--- src/rtl/bda_pkg.sv ---
package bda_pkg;
   typedef enum logic [2:0] {
      DST_SPARE = 3'd0,
      DST_RING1 = 3'd1,
      DST_RING2 = 3'd2,
      DST_DUMPA = 3'd3,
      DST_DUMPB = 3'd4,
      DST_MAIN  = 3'd5
   } dest_e;
endpackage

--- src/rtl/bda_mastership.sv ---
module bda_mastership (
   input  logic clk,
   input  logic rst_n,
   input  logic mast_req,
   input  logic mast_take,
   input  logic mast_allow,
   input  logic user_req,
   output logic master,
   output logic ack,
   output logic err
);
   logic refuse;
   assign refuse = user_req | (mast_take & ~mast_allow);

   always_ff @(posedge clk) begin
      if (!rst_n) begin
         master <= 1'b0;
         ack    <= 1'b0;
         err    <= 1'b0;
      end else begin
         ack <= 1'b0;
         err <= 1'b0;
         if (mast_req) begin
            if (refuse) begin
               err <= 1'b1;
            end else begin
               master <= mast_take;
               ack    <= 1'b1;
            end
         end
      end
   end


   mast_user_quiet_chk: assert property (@(posedge clk) disable iff (!rst_n)
      (master != $past(master)) |-> !$past(user_req));

   mast_allow_chk: assert property (@(posedge clk) disable iff (!rst_n)
      $rose(master) |-> $past(mast_allow));

   mast_excl_chk: assert property (@(posedge clk) disable iff (!rst_n)
      !(ack && err));
endmodule

--- src/rtl/bda_fill_slot.sv ---
module bda_fill_slot #(
   parameter int BKT_W = 16,
   parameter int CNT_W = 3
) (
   input  logic             clk,
   input  logic             rst_n,
   input  logic             master,
   input  logic             consume,
   input  logic             load,
   input  logic             ld_ring,
   input  logic [BKT_W-1:0] ld_bucket,
   input  logic [CNT_W-1:0] ld_nbatch,
   output logic             pend_valid,
   output logic             pend_ring,
   output logic [BKT_W-1:0] pend_bucket,
   output logic [CNT_W-1:0] pend_nbatch
);
   always_ff @(posedge clk) begin
      if (!rst_n) begin
         pend_valid  <= 1'b0;
         pend_ring   <= 1'b0;
         pend_bucket <= '0;
         pend_nbatch <= '0;
      end else if (!master) begin
         pend_valid <= 1'b0;
      end else begin
         if (consume) pend_valid <= 1'b0;
         if (load) begin
            pend_valid  <= 1'b1;
            pend_ring   <= ld_ring;
            pend_bucket <= ld_bucket;
            pend_nbatch <= ld_nbatch;
         end
      end
   end


   fill_once_chk: assert property (@(posedge clk) disable iff (!rst_n)
      (consume && !load) |=> !pend_valid);

   fill_nomaster_chk: assert property (@(posedge clk) disable iff (!rst_n)
      !master |=> !pend_valid);
endmodule

--- src/rtl/bda_route.sv ---
module bda_route
   import bda_pkg::*;
#(
   parameter int MAX_BATCH = 4,
   parameter int NBUCKET   = 35640,
   parameter int BKT_W     = 16,
   parameter int CNT_W     = 3
) (
   input  logic                 master,
   input  logic                 ilk_ok,
   input  logic                 user_req,
   input  logic                 dump_req_a,
   input  logic                 dump_req_b,
   input  logic                 dump_in_a,
   input  logic                 dump_in_b,
   input  logic                 inhib_r1,
   input  logic                 inhib_r2,
   input  logic [CNT_W-1:0]     op_nbatch,
   input  logic                 pend_valid,
   input  logic                 pend_ring,
   input  logic [BKT_W-1:0]     pend_bucket,
   input  logic [CNT_W-1:0]     pend_nbatch,
   output dest_e                r_dest,
   output logic [CNT_W-1:0]     r_cnt,
   output logic [MAX_BATCH-1:0] r_mark,
   output logic [MAX_BATCH-1:0] r_kill,
   output logic                 r_extract,
   output logic [BKT_W-1:0]     r_bucket
);
   localparam logic [CNT_W-1:0] FULL_CNT = CNT_W'(MAX_BATCH);

   logic op_cnt_ok, pend_cnt_ok, bucket_ok, line_inhib, kill_all;

   assign op_cnt_ok   = (op_nbatch != '0) && (op_nbatch <= FULL_CNT);
   assign pend_cnt_ok = (pend_nbatch != '0) && (pend_nbatch <= FULL_CNT);
   assign bucket_ok   = (32'(pend_bucket) < NBUCKET);
   assign line_inhib  = pend_ring ? inhib_r2 : inhib_r1;

   always_comb begin
      r_dest    = DST_SPARE;
      r_cnt     = '0;
      r_extract = 1'b0;
      r_bucket  = '0;
      kill_all  = 1'b0;
      if (ilk_ok && user_req) begin
         if (!master) begin
            if (op_cnt_ok) begin
               if (dump_req_a) begin
                  if (dump_in_a) begin
                     r_dest    = DST_DUMPA;
                     r_cnt     = op_nbatch;
                     r_extract = 1'b1;
                  end
               end else if (dump_req_b) begin
                  if (dump_in_b) begin
                     r_dest    = DST_DUMPB;
                     r_cnt     = op_nbatch;
                     r_extract = 1'b1;
                  end
               end else begin
                  r_dest = DST_MAIN;
                  r_cnt  = op_nbatch;
               end
            end
         end else if (pend_valid) begin
            if (bucket_ok && pend_cnt_ok && !line_inhib) begin
               r_dest    = pend_ring ? DST_RING2 : DST_RING1;
               r_cnt     = pend_nbatch;
               r_extract = 1'b1;
               r_bucket  = pend_bucket;
            end
         end else begin
            r_dest   = DST_MAIN;
            r_cnt    = FULL_CNT;
            kill_all = 1'b1;
         end
      end
   end

   for (genvar i = 0; i < MAX_BATCH; i++) begin : g_batch
      assign r_mark[i] = (32'(r_cnt) > i);
      assign r_kill[i] = kill_all;
   end
endmodule

--- src/rtl/beam_dest_arb.sv ---
module beam_dest_arb
   import bda_pkg::*;
#(
   parameter int MAX_BATCH = 4,
   parameter int NBUCKET   = 35640,
   parameter int BKT_W     = 16,
   parameter int CNT_W     = $clog2(MAX_BATCH + 1)
) (
   input  logic                 clk,
   input  logic                 rst_n,
   input  logic                 cyc_start,
   input  logic                 ilk_ok,
   input  logic                 user_req,
   input  logic                 dump_req_a,
   input  logic                 dump_req_b,
   input  logic                 dump_in_a,
   input  logic                 dump_in_b,
   input  logic                 inhib_r1,
   input  logic                 inhib_r2,
   input  logic [CNT_W-1:0]     op_nbatch,
   input  logic                 fill_load,
   input  logic                 fill_ring,
   input  logic [BKT_W-1:0]     fill_bucket,
   input  logic [CNT_W-1:0]     fill_nbatch,
   input  logic                 mast_req,
   input  logic                 mast_take,
   input  logic                 mast_allow,
   output logic                 is_master,
   output logic                 mast_ack,
   output logic                 mast_err,
   output logic                 out_valid,
   output logic [2:0]           dest,
   output logic [CNT_W-1:0]     batch_cnt,
   output logic [MAX_BATCH-1:0] inj_mark,
   output logic [MAX_BATCH-1:0] kill_clip,
   output logic [MAX_BATCH-1:0] kill_dump,
   output logic                 extract,
   output logic [BKT_W-1:0]     bucket_out
);
   if (MAX_BATCH < 1 || MAX_BATCH > 15) begin : g_bad_batch
      $error("MAX_BATCH out of range");
   end
   if (NBUCKET < 1 || NBUCKET > (1 << BKT_W)) begin : g_bad_bucket
      $error("NBUCKET does not fit BKT_W");
   end
   if ((1 << CNT_W) <= MAX_BATCH) begin : g_bad_cnt
      $error("CNT_W too narrow");
   end

   logic                 pend_valid, pend_ring;
   logic [BKT_W-1:0]     pend_bucket;
   logic [CNT_W-1:0]     pend_nbatch;
   dest_e                r_dest;
   logic [CNT_W-1:0]     r_cnt;
   logic [MAX_BATCH-1:0] r_mark, r_kill;
   logic                 r_extract;
   logic [BKT_W-1:0]     r_bucket;

   bda_mastership u_mast (
      .clk(clk), .rst_n(rst_n), .mast_req(mast_req), .mast_take(mast_take),
      .mast_allow(mast_allow), .user_req(user_req), .master(is_master),
      .ack(mast_ack), .err(mast_err)
   );

   bda_fill_slot #(.BKT_W(BKT_W), .CNT_W(CNT_W)) u_fill (
      .clk(clk), .rst_n(rst_n), .master(is_master),
      .consume(cyc_start & is_master), .load(fill_load & is_master),
      .ld_ring(fill_ring), .ld_bucket(fill_bucket), .ld_nbatch(fill_nbatch),
      .pend_valid(pend_valid), .pend_ring(pend_ring),
      .pend_bucket(pend_bucket), .pend_nbatch(pend_nbatch)
   );

   bda_route #(.MAX_BATCH(MAX_BATCH), .NBUCKET(NBUCKET), .BKT_W(BKT_W),
               .CNT_W(CNT_W)) u_route (
      .master(is_master), .ilk_ok(ilk_ok), .user_req(user_req),
      .dump_req_a(dump_req_a), .dump_req_b(dump_req_b),
      .dump_in_a(dump_in_a), .dump_in_b(dump_in_b),
      .inhib_r1(inhib_r1), .inhib_r2(inhib_r2), .op_nbatch(op_nbatch),
      .pend_valid(pend_valid), .pend_ring(pend_ring),
      .pend_bucket(pend_bucket), .pend_nbatch(pend_nbatch),
      .r_dest(r_dest), .r_cnt(r_cnt), .r_mark(r_mark), .r_kill(r_kill),
      .r_extract(r_extract), .r_bucket(r_bucket)
   );

   always_ff @(posedge clk) begin
      if (!rst_n) begin
         out_valid  <= 1'b0;
         dest       <= DST_SPARE;
         batch_cnt  <= '0;
         inj_mark   <= '0;
         kill_clip  <= '0;
         kill_dump  <= '0;
         extract    <= 1'b0;
         bucket_out <= '0;
      end else begin
         out_valid <= cyc_start;
         if (cyc_start) begin
            dest       <= r_dest;
            batch_cnt  <= r_cnt;
            inj_mark   <= r_mark;
            kill_clip  <= r_kill;
            kill_dump  <= r_kill;
            extract    <= r_extract;
            bucket_out <= r_bucket;
         end
      end
   end


   ilk_spare_chk: assert property (@(posedge clk) disable iff (!rst_n)
      (cyc_start && !ilk_ok) |=> (dest == DST_SPARE && batch_cnt == '0));

   ring_master_chk: assert property (@(posedge clk) disable iff (!rst_n)
      (cyc_start && !is_master) |=> (dest != DST_RING1 && dest != DST_RING2));

   kill_noext_chk: assert property (@(posedge clk) disable iff (!rst_n)
      (|kill_clip) |-> (!extract && dest == DST_MAIN));

   hold_chk: assert property (@(posedge clk) disable iff (!rst_n)
      !cyc_start |=> $stable(dest) && $stable(batch_cnt));
endmodule

--- config.mk ---
export PLATFORM = sky130hd
export DESIGN_NAME = beam_dest_arb
export DESIGN_NICKNAME = d
export VERILOG_FILES = /design/src/rtl/bda_pkg.sv /design/src/rtl/bda_mastership.sv /design/src/rtl/bda_fill_slot.sv /design/src/rtl/bda_route.sv /design/src/rtl/beam_dest_arb.sv
export SDC_FILE = /design/constraint.sdc
export NUM_CORES = 1
export LEC_CHECK = 0
export BUFFER_PORTS_ARGS = -buffer_cell sky130_fd_sc_hd__buf_2
export CAP_MARGIN = 5
export CORE_UTILIZATION = 44
export CTS_CLUSTER_SIZE = 16
export DETAILED_ROUTE_END_ITERATION = 12
export PLACE_DENSITY = 0.75
export SLEW_MARGIN = 20
export SYNTH_ARGS = -nofsm -noshare
export SYNTH_HDL_FRONTEND = slang
export SYNTH_SLANG_ARGS = --single-unit
--- constraint.sdc ---
create_clock -name clk -period 1.7 [get_ports clk]
set_clock_uncertainty 0.1 [all_clocks]
set_input_delay 0.425 -clock clk [delete_from_list [all_inputs] [get_ports clk]]
set_output_delay 0.425 -clock clk [all_outputs]
set_load 0.01 [all_outputs]
==> run metrics, run 1 <==
core area=0.00475 mm²; VDD IR max=427 µV; PwrDens=707 mW/mm²; CP Cell Sequence=nor3_4 > nand4_1 > buf_4 > and3_4 > and4_4 > buf_12 > a22o_1; layout cells sized above 1=0.444; slowest stage cell, crit path=dfxtp_2; CTS tree=built; first-pass iteration count of the detailed router=4; Die H=72.5 µm; Rows=25; die width=72.5 µm; Post-Route WL=5450 µm; Clock Path Buffers=2; setup_tns=-1.42 ns; cell with the most instances after synthesis=nand2_1; largest net degree at the start of global routing=21; Seq. cell area=0.00107 mm²; Worst-Skew Late Latency=0.31 ns; failing checks=setup timing; fmax=0.559 GHz; ant diodes=0; drt drc=0; Clock Pin Slew Worst Setup and Hold Paths=0.10 ns; top post-synthesis cells by count=58 x nand2_1, 53 x dfxtp_1, 21 x a21boi_0; Multi-input gate area=0.00109 mm²; max-cap viol count=0; RSZ-0062 raised after global routing=yes; DR vias=2066; area of the mapped netlist=0.00218 mm²; Async S/R FF share, synth=0; residual antenna-violating net count after detailed routing=0; first-pass GRT wire length=8800 µm; WL/cell=13.0 µm; total CTS buffers=5; Hold Fails Final Rpt=0; Worst EP required=1.81 ns; top post-synthesis cells by area=dfxtp_1 49%, nand2_1 10%, a21boi_0 7.2%; worst path arrival time=1.89 ns; number of synthesized flops with an enable pin=0; mean area per synthesized cell=9.06 µm²; leakage power=1.43 nW; Initial Utilization=0.459; Ys Warns=0; post-synthesis cell count=241; initial drt markers=66; status=finished with violations; final cycle utilization of the critical path=1.05; Synth top area share=0.486; GR Overflow Total=0; clk sink count=53; crit path time final=1.79 ns; Setup WS post-layout=-0.0877 ns; clock root cell=clkbuf_8; WP buf/inv=2; Crit Path Class=reg -> reg; Setup crit end kind=flop; Slew HR=0.730; final setup fails=21; DP Cell Count=406; die area=0.00525 mm²; Fillers=415; dpl hpwl=3860 µm; sequential share of the synthesized area=0.486; CP delay by family, top=simple AND/OR/NAND/NOR gates; post-synth top area cell=dfxtp_1; Worst setup SP type=flop; Yosys cell types=48; Finished Core Util=0.657; ys flop type=dfxtp_1; Seq cells post-synth=53; Buffers on Ports=76; routability cong.=0.773; max incr delay on CP=0.35 ns; syn nets=279; Area Overhead vs Synth=43.0%; Ports=77; Slew @ Worst Pin=0.404 ns; Pins Over Slew Limit=0; hold bufs inserted after CTS=0; nets=389; Crit Path Max Fanout=8; initial antenna violation count=0; GR Util All Layers=0.217; non-filler cells, final=418; via density per instance=4.94; Min-Delay Path Class=in -> reg; H-tree depth reported by CTS=2; vias in the first global route=1951
## cell type report
class	count	share of cell area
clock inverters	2	0.00521
repair buffers	123	0.248
clock buffers	5	0.0220
flip-flops and latches	53	0.342
multi-input cells	162	0.349
well taps	67	0.0268
inverters	6	0.00721
## cell usage in the layout (no fill, tap or decap), drive strengths merged, types with 2 or more instances in the layout
master  count
a22o       16
and3        2
clkbuf      5
inv         6
nor2b       2
a21boi     22
and2        2
buf       123
a21o        2
nand2      59
nor3        2
o21a        2
dfxtp      53
and2b       3
nand2b      2
o21ai       8
nand4       3
nor2        6
a21oi       6
a41oi       4
## where the power goes
| part | switching (mW) | internal [mW] |
|---|---|---|
| clock network | 0.411 | 0.285 |
| logic | 0.116 | 0.124 |
| registers | 0.0134 | 1.26 |
| total | 0.540 | 1.67 |
## cells by family after synthesis
| group | synth area share |
|---|---|
| simple gates | 0.195 |
| mux | 0.00458 |
| compound gates | 0.251 |
| buf+inv | 0.0641 |
| flops | 0.486 |
## flip-flops by register name, indices dropped and copies added (netlist names)
name and cells:
extract 1, out_valid 1, u_mast.ack 1, dest 3, u_mast.err 1, u_fill.pend_ring 1
inj_mark 4, batch_cnt 3, u_fill.pend_nbatch 3, kill_dump 1, u_fill.pend_valid 1, u_mast.master 1
bucket_out 16, u_fill.pend_bucket 16
## worst min-delay path, stage by stage
cell and delay, ns:
buf_2 0.09, nand2_1 0.04, a21boi_0 0.06
## timing repair
item / in CTS / in global routing
pin swaps: 10 / 3
endpoints found under the setup margin: 25 / 25
cloned: 1 / 0
resized for setup: 17 / 6
buffers inserted: 2 / 2
## per-layer routing
metal,GRT usage,share of wire,vias to the layer above
li1,-,-,1058
met1,0.276,0.45,938
met2,0.367,0.48,58
met3,0.0514,0.054,12
met5,0,0,-
met4,0.0588,0.018,0
## stage by stage
step           setup WS (ns)  area, µm²  hold WS, ns  power [mW]
3_5_place_dp          -0.218       2900        0.337        1.53
6_report             -0.0877       3120        0.253        2.21
3_3_place_gp          -0.204       2900        0.326        1.52
5_1_grt               -0.155       3120        0.248        2.31
2_1_floorplan        -0.0515       2220        0.342        1.40
4_1_cts              -0.0570       3090        0.243        2.23
## path summary, 6_finish.rpt
path                           from                    end  slack (ns)  depth (start not counted)
max reg2reg  u_fill.pend_bucket[14]         bucket_out[15]       -0.09                          7
max          u_fill.pend_bucket[14]         bucket_out[15]       -0.09                          7
min reg2reg             inj_mark[1]            inj_mark[1]        0.34                          2
min                  fill_bucket[2]  u_fill.pend_bucket[2]        0.25                          3
No activity file was read; power rests on OpenSTA's default activity.
==> run 2, diff against run 1 <==
--- a/config.mk
+++ b/config.mk
@@ -10,7 +10,7 @@
 export CORE_UTILIZATION = 44
 export CTS_CLUSTER_SIZE = 16
 export DETAILED_ROUTE_END_ITERATION = 12
-export PLACE_DENSITY = 0.75
+export PLACE_DENSITY = 0.77
 export SLEW_MARGIN = 20
 export SYNTH_ARGS = -nofsm -noshare
 export SYNTH_HDL_FRONTEND = slang
==> run metrics, run 2 (synthesis results as in run 1) <==
status=finished with violations (unchanged); failing checks=setup timing (unchanged); setup_tns=-0.134 ns (was -1.42 ns); via density per instance=5.13 (was 4.94); Clock Pin Slew Worst Setup and Hold Paths=0.11 ns (was 0.10 ns); DP Cell Count=405 (was 406); initial drt markers=98 (was 66); final setup fails=4 (was 21); H-tree depth reported by CTS=2 (unchanged); Crit Path Max Fanout=4 (was 8); Setup WS post-layout=-0.0728 ns (was -0.0877 ns); commonest cells after routing, fill and taps aside=76 x buf_2, 58 x nand2_1, 45 x dfxtp_1, 38 x buf_4, 20 x a21boi_0 (was 76 x buf_2, 58 x nand2_1, 47 x dfxtp_1, 43 x buf_4, 20 x a21boi_0); DR vias=2123 (was 2066); GR Util All Layers=0.217 (about the same); Die H=72.5 µm (unchanged); Min-Delay Path Class=in -> reg (unchanged); Initial Utilization=0.459 (unchanged); Slew HR=0.759 (was 0.730); dpl hpwl=3970 µm (was 3860 µm); Area Overhead vs Synth=41.0% (was 43.0%); crit path time final=1.77 ns (was 1.79 ns); Worst EP required=1.81 ns (about the same); clock root cell=clkbuf_8 (unchanged); largest net degree at the start of global routing=22 (was 21); CP Cell Sequence=or3_1 > and3_4 > a41oi_4 > a2111oi_2 > a221o_1 (was nor3_4 > nand4_1 > buf_4 > and3_4 > and4_4 > buf_12 > a22o_1); Hold Fails Final Rpt=0 (unchanged); RSZ-0062 raised after global routing=yes (unchanged); final cycle utilization of the critical path=1.04 (was 1.05); residual antenna-violating net count after detailed routing=0 (unchanged); first-pass iteration count of the detailed router=4 (unchanged); Fillers=409 (was 415); leakage power=1.41 nW (was 1.43 nW); Slew @ Worst Pin=0.359 ns (was 0.404 ns); nets=384 (was 389); routability cong.=0.813 (was 0.773); Crit Path Class=reg -> reg (unchanged); Rows=25 (unchanged); Worst setup SP type=flop (unchanged); top flop regs=bucket_out (16), u_fill.pend_bucket (16), inj_mark (4) (unchanged); slowest stage cell, crit path=or3_1 (was dfxtp_2); vias in the first global route=1942 (was 1951); non-filler cells, final=414 (was 418); max-cap viol count=0 (unchanged); worst path arrival time=1.88 ns (was 1.89 ns); PwrDens=741 mW/mm² (was 707 mW/mm²); max incr delay on CP=0.36 ns (was 0.35 ns); fmax=0.564 GHz (was 0.559 GHz); CTS tree=built (unchanged); clk sink count=53 (unchanged); VDD IR max=399 µV (was 427 µV); Pins Over Slew Limit=0 (unchanged); drt drc=0 (unchanged); GR Overflow Total=0 (unchanged); Setup crit end kind=flop (unchanged); layout cells sized above 1=0.450 (was 0.444); core area=0.00475 mm² (unchanged); Buffers on Ports=76 (unchanged); initial antenna violation count=0 (unchanged); Worst-Skew Late Latency=0.32 ns (was 0.31 ns); ant diodes=0 (unchanged); commonest non-fill, non-tap cell in the layout=buf_2 (unchanged); Clock Path Buffers=2 (unchanged); Post-Route WL=5630 µm (was 5450 µm); total CTS buffers=5 (unchanged); hold bufs inserted after CTS=0 (unchanged); WL/cell=13.6 µm (was 13.0 µm); first-pass GRT wire length=8850 µm (was 8800 µm); Ports=77 (unchanged); die area=0.00525 mm² (unchanged); die width=72.5 µm (unchanged)
-- run 2: final cells by class --
| type | instances | area (µm²) | share of cell area |
|---|---|---|---|
| inverters | 6 | 22.5 | 0.00731 |
| clock inverters | 3 | 28.8 | 0.00935 |
| repair buffers | 117 | 699 | 0.227 |
| flip-flops and latches | 53 | 1070 | 0.348 |
| well taps | 67 | 83.8 | 0.0272 |
| multi-input cells | 163 | 1100 | 0.359 |
| clock buffers | 5 | 68.8 | 0.0223 |
-- run 2: repair_timing --
| item | CTS | global route |
|---|---|---|
| resized for setup | 15 | 13 |
| cloned | 0 | 1 |
| setup buffers | 1 | 0 |
| pin swaps | 8 | 10 |
| endpoints found under the setup margin | 25 | 27 |
-- run 2: critical path, delay by kind of cell (launching register included) --
kind             cells  cell delay [ns]
AND/OR/NAND/NOR      2             0.54
AO/OA/AOI/OAI        3             0.70
flip-flops           1             0.34
-- run 2: report_power, final --
| part | total, mW | switching, mW | internal [mW] |
|---|---|---|---|
| clock | 0.763 | 0.455 | 0.309 |
| combinational | 0.245 | 0.121 | 0.124 |
| sequential | 1.27 | 0.0138 | 1.26 |
-- run 2: layer usage --
layer  global-route usage  wire, µm  up-vias
met5                    0         0        -
met4               0.0959        65        0
met3               0.0417       304        7
met2                0.358      2760       65
met1                0.275      2500      997
li1                     -         -     1054
-- run 2: worst paths after layout --
path                                            start                      to  slack (ns)  cells after the start
worst max register to register  u_fill.pend_nbatch[1]             inj_mark[2]       -0.07                      5
worst max-delay path            u_fill.pend_nbatch[1]             inj_mark[2]       -0.07                      5
worst min-delay path                  fill_bucket[12]  u_fill.pend_bucket[12]        0.23                      3
worst min register to register           batch_cnt[0]            batch_cnt[0]        0.35                      2
-- run 2: through the flow --
stage	hold WS [ns]	instance area (µm²)	total power [mW]	setup WS, ns	utilization
2_1_floorplan	0.342	2220	1.40	-0.0515	-
3_3_place_gp	0.330	2890	1.52	-0.184	0.608
3_5_place_dp	0.334	2890	1.53	-0.266	0.608
4_1_cts	0.235	3050	2.29	-0.0585	0.642
5_1_grt	0.245	3080	2.37	-0.137	0.648
6_report	0.231	3080	2.28	-0.0728	0.648
